`src/rtl/msi_agg_pkg.sv`:
```
// Shared sizes and control-word codes for the MSI doorbell aggregator.
// Assumes at most 32 vectors and 32-bit data on both windows.
package msi_agg_pkg;
    localparam int MAX_VEC = 32;
    localparam int DATA_W  = 32;
    localparam int IDX_W   = $clog2(MAX_VEC);

    // Control window word indices; the byte offset is four times the index.
    typedef enum logic [1:0] {
        CSR_STATUS = 2'd0,
        CSR_ERROR  = 2'd1,
        CSR_MASK   = 2'd2,
        CSR_SPARE  = 2'd3
    } csr_word_e;
endpackage

```
`src/rtl/msi_vec_bank.sv`:
```
// Per-vector doorbell storage and pending state.
// A write to word n stores the data and sets pending n. A read of word n
// returns the stored word one cycle later and clears pending n. When a write
// and a read hit the same vector, the write wins. Words at or above NUM_VEC
// hold nothing, read as 0, and raise oor_wr when written.
module msi_vec_bank
    import msi_agg_pkg::*;
#(
    parameter int NUM_VEC = 32
) (
    input  logic               clk,
    input  logic               rst_n,
    input  logic               wr_en,
    input  logic [IDX_W-1:0]   wr_idx,
    input  logic [DATA_W-1:0]  wr_data,
    input  logic               rd_en,
    input  logic [IDX_W-1:0]   rd_idx,
    output logic [DATA_W-1:0]  rd_data,
    output logic [NUM_VEC-1:0] pend,
    output logic               oor_wr
);
    localparam logic [IDX_W:0] LIMIT = (IDX_W+1)'(NUM_VEC);

    logic [DATA_W-1:0] words [NUM_VEC];
    logic [DATA_W-1:0] rd_sel;

    // Flag doorbell writes that address no configured vector.
    assign oor_wr = wr_en && !({1'b0, wr_idx} < LIMIT);

    for (genvar v = 0; v < NUM_VEC; v++) begin : g_vec
        logic              wr_hit;
        logic              rd_hit;
        logic [DATA_W-1:0] word_q;
        logic              pend_q;

        assign wr_hit = wr_en && (wr_idx == IDX_W'(v));
        assign rd_hit = rd_en && (rd_idx == IDX_W'(v));

        // Hold the last word posted to this vector.
        always_ff @(posedge clk) begin
            if (!rst_n)      word_q <= '0;
            else if (wr_hit) word_q <= wr_data;
        end

        // Pending: set by a write, cleared by a read, write has priority.
        always_ff @(posedge clk) begin
            if (!rst_n)      pend_q <= 1'b0;
            else if (wr_hit) pend_q <= 1'b1;
            else if (rd_hit) pend_q <= 1'b0;
        end

        assign words[v] = word_q;
        assign pend[v]  = pend_q;

        AST_RD_CLEARS_PEND: assert property (@(posedge clk) disable iff (!rst_n)
            (rd_en && rd_idx == IDX_W'(v) && !(wr_en && wr_idx == IDX_W'(v))) |=> !pend[v]);
        AST_COLLIDE_KEEPS_PEND: assert property (@(posedge clk) disable iff (!rst_n)
            (rd_en && wr_en && rd_idx == IDX_W'(v) && wr_idx == IDX_W'(v)) |=> pend[v]);
    end

    // Select the addressed word; unconfigured words give 0.
    always_comb begin
        rd_sel = '0;
        for (int v = 0; v < NUM_VEC; v++) begin
            if (rd_idx == IDX_W'(v)) rd_sel = words[v];
        end
    end

    // Register the read data; it is 0 in cycles without a read.
    always_ff @(posedge clk) begin
        if (!rst_n) rd_data <= '0;
        else        rd_data <= rd_en ? rd_sel : '0;
    end

    AST_ONE_NEW_PEND_PER_CYCLE: assert property (@(posedge clk) disable iff (!rst_n)
        1'b1 |=> ($countones(pend) <= $countones($past(pend)) + 1));
    AST_OOR_NO_NEW_PEND: assert property (@(posedge clk) disable iff (!rst_n)
        oor_wr |=> ($countones(pend) <= $countones($past(pend))));
endmodule

```
`src/rtl/msi_csr_regs.sv`:
```
// Control window: status view, sticky error flag and enable mask.
// Assumes one access per cycle. Read data is registered and is 0 when no read
// is made. Writes to the status word and the spare word are dropped.
module msi_csr_regs
    import msi_agg_pkg::*;
#(
    parameter int NUM_VEC = 32
) (
    input  logic               clk,
    input  logic               rst_n,
    input  logic               cs_wr_en,
    input  logic               cs_rd_en,
    input  logic [1:0]         cs_word,
    input  logic [DATA_W-1:0]  cs_wdata,
    output logic [DATA_W-1:0]  cs_rdata,
    input  logic [NUM_VEC-1:0] pend,
    input  logic               oor_wr,
    output logic [NUM_VEC-1:0] mask,
    output logic               err
);
    csr_word_e         word;
    logic [DATA_W-1:0] rd_mux;

    assign word = csr_word_e'(cs_word);

    // Enable mask: only configured vector bits are stored.
    always_ff @(posedge clk) begin
        if (!rst_n)                             mask <= '0;
        else if (cs_wr_en && word == CSR_MASK)  mask <= cs_wdata[NUM_VEC-1:0];
    end

    // Sticky error: a new out-of-range write beats a write-one-to-clear.
    always_ff @(posedge clk) begin
        if (!rst_n)                                             err <= 1'b0;
        else if (oor_wr)                                        err <= 1'b1;
        else if (cs_wr_en && word == CSR_ERROR && cs_wdata[0])  err <= 1'b0;
    end

    // Pick the register named by the word index.
    always_comb begin
        case (word)
            CSR_STATUS: rd_mux = DATA_W'(pend);
            CSR_ERROR:  rd_mux = DATA_W'(err);
            CSR_MASK:   rd_mux = DATA_W'(mask);
            default:    rd_mux = '0;
        endcase
    end

    // Register the control read data.
    always_ff @(posedge clk) begin
        if (!rst_n) cs_rdata <= '0;
        else        cs_rdata <= cs_rd_en ? rd_mux : '0;
    end

    AST_ERR_STICKY: assert property (@(posedge clk) disable iff (!rst_n)
        (err && !(cs_wr_en && cs_word == 2'd1 && cs_wdata[0])) |=> err);
    AST_MASK_ZERO_WRITE: assert property (@(posedge clk) disable iff (!rst_n)
        (cs_wr_en && cs_word == 2'd2 && cs_wdata == '0) |=> (mask == '0));
endmodule

```
`src/rtl/msi_irq_merge.sv`:
```
// Reduces pending-and-enabled vectors to a single level interrupt.
// Purely combinational; its inputs come straight from registers.
module msi_irq_merge #(
    parameter int NUM_VEC = 32
) (
    input  logic [NUM_VEC-1:0] pend,
    input  logic [NUM_VEC-1:0] mask,
    output logic               irq
);
    // Any enabled pending vector raises the output.
    assign irq = |(pend & mask);
endmodule

```
`src/rtl/msi_doorbell_agg.sv`:
```
// MSI doorbell interrupt aggregator top level.
// Joins the doorbell bank, the control registers and the interrupt merge.
// Assumes NUM_VEC lies between 1 and 32 and that the upstream fabric has
// already turned byte addresses into word indices.
module msi_doorbell_agg
    import msi_agg_pkg::*;
#(
    parameter int NUM_VEC = 32
) (
    input  logic              clk,
    input  logic              rst_n,
    input  logic              db_wr_en,
    input  logic [IDX_W-1:0]  db_wr_word,
    input  logic [DATA_W-1:0] db_wr_data,
    input  logic              db_rd_en,
    input  logic [IDX_W-1:0]  db_rd_word,
    output logic [DATA_W-1:0] db_rd_data,
    input  logic              cs_wr_en,
    input  logic              cs_rd_en,
    input  logic [1:0]        cs_word,
    input  logic [DATA_W-1:0] cs_wdata,
    output logic [DATA_W-1:0] cs_rdata,
    output logic              irq_out
);
    logic [NUM_VEC-1:0] pend;
    logic [NUM_VEC-1:0] mask;
    logic               oor_wr;
    logic               err;

    msi_vec_bank #(.NUM_VEC(NUM_VEC)) u_bank (
        .clk     (clk),
        .rst_n   (rst_n),
        .wr_en   (db_wr_en),
        .wr_idx  (db_wr_word),
        .wr_data (db_wr_data),
        .rd_en   (db_rd_en),
        .rd_idx  (db_rd_word),
        .rd_data (db_rd_data),
        .pend    (pend),
        .oor_wr  (oor_wr)
    );

    msi_csr_regs #(.NUM_VEC(NUM_VEC)) u_csr (
        .clk      (clk),
        .rst_n    (rst_n),
        .cs_wr_en (cs_wr_en),
        .cs_rd_en (cs_rd_en),
        .cs_word  (cs_word),
        .cs_wdata (cs_wdata),
        .cs_rdata (cs_rdata),
        .pend     (pend),
        .oor_wr   (oor_wr),
        .mask     (mask),
        .err      (err)
    );

    msi_irq_merge #(.NUM_VEC(NUM_VEC)) u_merge (
        .pend (pend),
        .mask (mask),
        .irq  (irq_out)
    );

    AST_MASK_OFF_QUIET: assert property (@(posedge clk) disable iff (!rst_n)
        (mask == '0) |-> !irq_out);
    AST_ERR_AFTER_OOR: assert property (@(posedge clk) disable iff (!rst_n)
        (db_wr_en && !(32'(db_wr_word) < NUM_VEC)) |=> err);
endmodule

```
`config.mk`:
```
export PLATFORM = sky130hd
export DESIGN_NAME = msi_doorbell_agg
export DESIGN_NICKNAME = d
export VERILOG_FILES = /design/src/rtl/msi_agg_pkg.sv /design/src/rtl/msi_vec_bank.sv /design/src/rtl/msi_csr_regs.sv /design/src/rtl/msi_irq_merge.sv /design/src/rtl/msi_doorbell_agg.sv
export SDC_FILE = /design/constraint.sdc
export NUM_CORES = 2
export LEC_CHECK = 0
export BUFFER_PORTS_ARGS = -buffer_cell sky130_fd_sc_hd__buf_2
export CAP_MARGIN = 20
export CORE_AREA = 2 2 392 394
export CTS_BUF_LIST = sky130_fd_sc_hd__clkbuf_16
export DETAILED_ROUTE_END_ITERATION = 16
export DIE_AREA = 0 0 394 396
export GPL_TIMING_DRIVEN = 0
export PLACE_DENSITY = 0.55
export SLEW_MARGIN = 10
export SYNTH_ARGS = -nofsm -noshare
export SYNTH_HDL_FRONTEND = slang
export SYNTH_HIERARCHICAL = 1
export SYNTH_SLANG_ARGS = --single-unit
export TNS_END_PERCENT = 30
```
`constraint.sdc`:
```
create_clock -name clk -period 5.85 [get_ports clk]
set_clock_uncertainty 0.1 [all_clocks]
set_input_delay 1.17 -clock clk [delete_from_list [all_inputs] [get_ports clk]]
set_output_delay 1.17 -clock clk [all_outputs]
set_load 0.005 [all_outputs]
```
# Yosys cells after proc, flatten, opt, wreduce, memory -nomap -nowiden
# Cells that the tools add are included.
# word_totals
inputBits,82
out_inout_bits,65
reg_bits,1152
# classes
muxes,97
n_bitwise,1
n_eq_ne,63
reduce_logical,103
# op_table
operator,count
2-to-1 mux 32 bit,32
"equality test 5 bit, second input constant",32
"equality test 5 x 4 -> 1 bit, second input constant",16
logical AND 1 bit,65
2-to-1 mux 1 bit,64
one-hot mux 32 bit (2 select lines),1
nonzero test 2 bit,32
"equality test 5 x 3 -> 1 bit, second input constant",8
AND 32 bit,1
OR reduction 32 bit,1
"equality test 5 x 2 -> 1 bit, second input constant",4
"equality test 5 x 1 -> 1 bit, second input constant",2
zero test 5 bit,2
AND reduction 2 bit,2
"equality test 2 bit, second input constant",1
zero test 2 bit,1

# Longest topological paths before layout
# logic_depth
depth_word,33
depth_mapped,12
depth_no_buf,7

# Cells and area by module
# The synthesis kept the hierarchy.
# by_module_without_submodules
mod,cells_each,area_each_um2,n_inst
msi_vec_bank,6412,50139.3,1
msi_csr_regs,250,2468.6,1
msi_irq_merge,21,157.7,1

# Least setup slack after synthesis
# OpenSTA, ideal clock, no wires.
# synth_timing
path_kind,input-to-reg
start,input db_rd_word[1]
end,register u_bank.rd_data[28]
path_buffers,5
setup_ns,0.134
arrival_ns,2.808
path_slack_ns,2.809
cell_stages,10
cell_sequence,buf_6 > buf_6 > nor2b_1 > buf_2 > buf_2 > buf_2 > a222oi_1 > o21ai_1 > a222oi_1 > o22ai_1
# synth_between
elab_chain_len,33
word_cells_on_any_way,64
cone_classes,31 x eq/ne; 32 x mux; 1 x reduce/logical
# synth_rtl
item,line,source
from (decl),msi_doorbell_agg.sv:16,"input logic [IDX_W-1:0] db_rd_word,"
zero test 5 bit,msi_vec_bank.sv:65,if (rd_idx == IDX_W'(v)) rd_sel = words[v];
2-to-1 mux 32 bit (31 in series),msi_vec_bank.sv:65,
2-to-1 mux 32 bit (*),msi_vec_bank.sv:65,
to (signal assigned),msi_vec_bank.sv:72,else rd_data <= rd_en ? rd_sel : '0;
to (decl),msi_vec_bank.sv:18,"output logic [DATA_W-1:0] rd_data,"
# Mark *: on every way between the ends. The rest lies on a longest branch, timed or not.
# A chain may end at the register's enable or synchronous reset.

# Worst setup path in the final report
# layout_timing
start,input db_rd_word[0]
end,register u_bank.rd_data[10]
# The elaborated chain is that of the path after synthesis.

==> impl_metrics.env <==
export IMPL_status="finished, final reports clean"
export IMPL_clockRootBuffer="clkbuf_16"
export IMPL_whs_path_depth=2
export IMPL_cts_max_path_buffers=3
export IMPL_synthTopCellsByArea="dfxtp_1, nand2_1, a21boi_0"
export IMPL_nets=7105
export IMPL_ctsResizeCount=0
export IMPL_setup_viol=0
export IMPL_syn_instance_count=6683
export IMPL_drv_cap=0
export IMPL_drive_gt1_frac=0.0963
export IMPL_crit_cells=12
export IMPL_ys_warn_count=6
export IMPL_reg2reg_depth=8
export IMPL_fmax_mhz=174
export IMPL_cts_setup_buffers=0
export IMPL_start_util=0.348
export IMPL_synth_top_area_cell="dfxtp_1"
export IMPL_cp_slowest_stage_delay_ns=1.13
export IMPL_path_buf_inv=7
export IMPL_grt_first_pass_wirelength_um=458000
export IMPL_relSlewSlack=0.0188
export IMPL_die_area_sq_um=156000
export IMPL_min_period_ns=5.75
export IMPL_yosys_most_used_dff="dfxtp_1"
export IMPL_syn_nets=6765
export IMPL_finalPower_w=0.0188
export IMPL_clk_latency_ns=0.80
export IMPL_worstPathCellList="buf_2, buf_6, buf_6, buf_6, buf_4, buf_4, o22ai_1, a311oi_1, nor4_2, buf_4, a311oi_1, o22ai_1"
export IMPL_cp_end_kind="register"
export IMPL_rsz0062_at_grt="no"
export IMPL_gr_total_overflow=0
export IMPL_first_iter_violations=9147
export IMPL_p_leak_nw=20.5
export IMPL_tns_ns=0
export IMPL_yosysMostFrequentCell="nand2_1"
export IMPL_gp_congestion=1.08
export IMPL_period_share=0.982
export IMPL_hold_viol=0
export IMPL_cp_required_ns=6.35
export IMPL_crit_arrival_ns=6.24
export IMPL_cp_start_kind="input port"
export IMPL_avgSynthCellArea_sq_um=7.90
export IMPL_grt_max_degree=17
export IMPL_core_sq_um=152000
export IMPL_slowest_stage="a311oi_1"
export IMPL_fillers=15779
export IMPL_grt_use_total=0.431
export IMPL_wl_per_cell_um=38.0
export IMPL_viasPerCell=6.19
export IMPL_fp_dieW_um=394
export IMPL_synth_distinct_cells=93
export IMPL_core_rowCount=143
export IMPL_hold_class="reg -> reg"
export IMPL_critical_path_class="in -> reg"
export IMPL_crit_fanout=12
export IMPL_slew_viol_final=0
export IMPL_synth_edf_count=0
export IMPL_synth_commonest_cells="nand2_1, dfxtp_1, a21boi_0"
export IMPL_cts_buffers=138
export IMPL_critical_path_top_delay_family="compound AO/OA/AOI/OAI gates"
export IMPL_area_growth_pct=16.0
export IMPL_seq_area_frac_synth=0.437
export IMPL_antenna_left=0
export IMPL_place_area_sq_um=56700
export IMPL_io_pins=147
export IMPL_dr_pass1_iters=9
export IMPL_ys_seq_elements=1153
export IMPL_power_density_nw_per_um2=306
export IMPL_ys_async_sr_fraction=0
export IMPL_place_hpwl_um=260000
export IMPL_route_vias_total=56926
export IMPL_antenna_found_initial=57
export IMPL_ir_worst_vdd_mv=0.285
export IMPL_post_route_util=0.404
export IMPL_cts_htree_levels=4
export IMPL_portBuffers=144
export IMPL_cts_hold_buf=0
export IMPL_cts_tree="done"
export IMPL_syn_area_sq_um=52800
export IMPL_cts_sinks=1153
export IMPL_drt_total_wl_um=350000
export IMPL_tightest_slew_ns=1.46
export IMPL_drc_errors=0
export IMPL_synth_top_area_share=0.437
export IMPL_fp_dieH_um=396
export IMPL_final_area_sq_um=61200
export IMPL_grt_pass1_vias=50705
export IMPL_path_clk_slew_ns=0.06
## sequential cells by signal, summed over array words and instances (netlist names)
register and cells:
u_csr/err 1, u_csr/cs_rdata 32, u_bank/rd_data 32, u_bank/g_vec.pend_q 32, u_csr/mask 32, u_bank/g_vec.word_q 1024
## cell type report
class / count / area [sq um] / share of cell area
buffer: 639 / 2900 / 0.0474
multi-input combinational: 4881 / 26800 / 0.438
timing repair buffer: 200 / 1360 / 0.0222
clock buffer: 141 / 3530 / 0.0576
tap: 2030 / 2540 / 0.0415
inverter: 10 / 37.5 / 0.000613
sequential: 1153 / 23100 / 0.377
antenna: 27 / 67.6 / 0.00110
clock inverter: 109 / 867 / 0.0142
## through the flow
step                worst slack [ns]  hold WS (ns)  cells
floorplan                       2.81         0.326   6683
global placement               -1.65         0.348   8857
detailed placement            -0.166         0.349   8906
CTS                            0.645         0.358   9156
global route                   0.522         0.375   9165
finish                         0.104         0.361   9190
## cell usage in the layout (no fill, tap or decap), types with 17 or more instances in the layout
| cell type | n |
|---|---|
| a221oi_1 | 23 |
| clkinv_1 | 37 |
| inv_1 | 26 |
| dfxtp_1 | 1153 |
| a22o_1 | 17 |
| clkbuf_1 | 445 |
| clkbuf_2 | 24 |
| diode_2 | 27 |
| buf_4 | 72 |
| nor2b_1 | 24 |
| buf_6 | 32 |
| a211oi_1 | 24 |
| buf_2 | 231 |
| o22ai_1 | 92 |
| nand2_1 | 2284 |
| clkbuf_16 | 141 |
| nand3_1 | 34 |
| o2bb2ai_1 | 17 |
| buf_8 | 21 |
| o211ai_1 | 24 |
| clkinv_2 | 21 |
| mux4_2 | 22 |
| mux2_2 | 25 |
| a21oi_1 | 244 |
| o21ai_0 | 224 |
| a21boi_0 | 1044 |
| nor2_1 | 238 |
| o221ai_1 | 46 |
| nor3_1 | 37 |
| o21ai_1 | 18 |
| mux2i_1 | 139 |
| a22oi_1 | 52 |
## final timing paths
path / start / to / slack, ns
worst min-delay path: u_csr/err$_SDFFE_PN0P_ / u_csr/cs_rdata[0]$_SDFF_PN0_ / 0.36
worst max-delay path: db_rd_word[0] / u_bank/rd_data[10]$_SDFF_PN0_ / 0.10
worst max register to register: u_bank/g_vec[2].word_q[10]$_SDFFE_PN0P_ / u_bank/rd_data[10]$_SDFF_PN0_ / 1.76
worst min register to register: u_csr/err$_SDFFE_PN0P_ / u_csr/cs_rdata[0]$_SDFF_PN0_ / 0.36
## power by group
group | switching, W | internal (W)
logic | 0.00164 | 0.000447
registers | 0.0000564 | 0.00793
clock network | 0.00384 | 0.00485
total | 0.00554 | 0.0132
## layer usage
layer,wire length [um],vias to the layer above,GRT usage,share of wire
met3,48500,1166,0.159,0.14
met4,29700,34,0.304,0.085
li1,-,23355,-,-
met2,136000,4604,0.597,0.39
met5,222,-,0,0.00064
met1,135000,27767,0.548,0.39
## worst min-delay path, stage by stage (launching register included)
cell	delay, ns
dfxtp_1	0.30
inv_1	0.05
o22ai_1	0.06
## kinds of logic after synthesis
logic type      share of synthesized area
mux                                0.0413
buf+inv                            0.0550
compound gates                      0.261
other cells                     0.0000711
flops                               0.437
simple gates                        0.206
No activity file was read; power rests on OpenSTA's default activity.
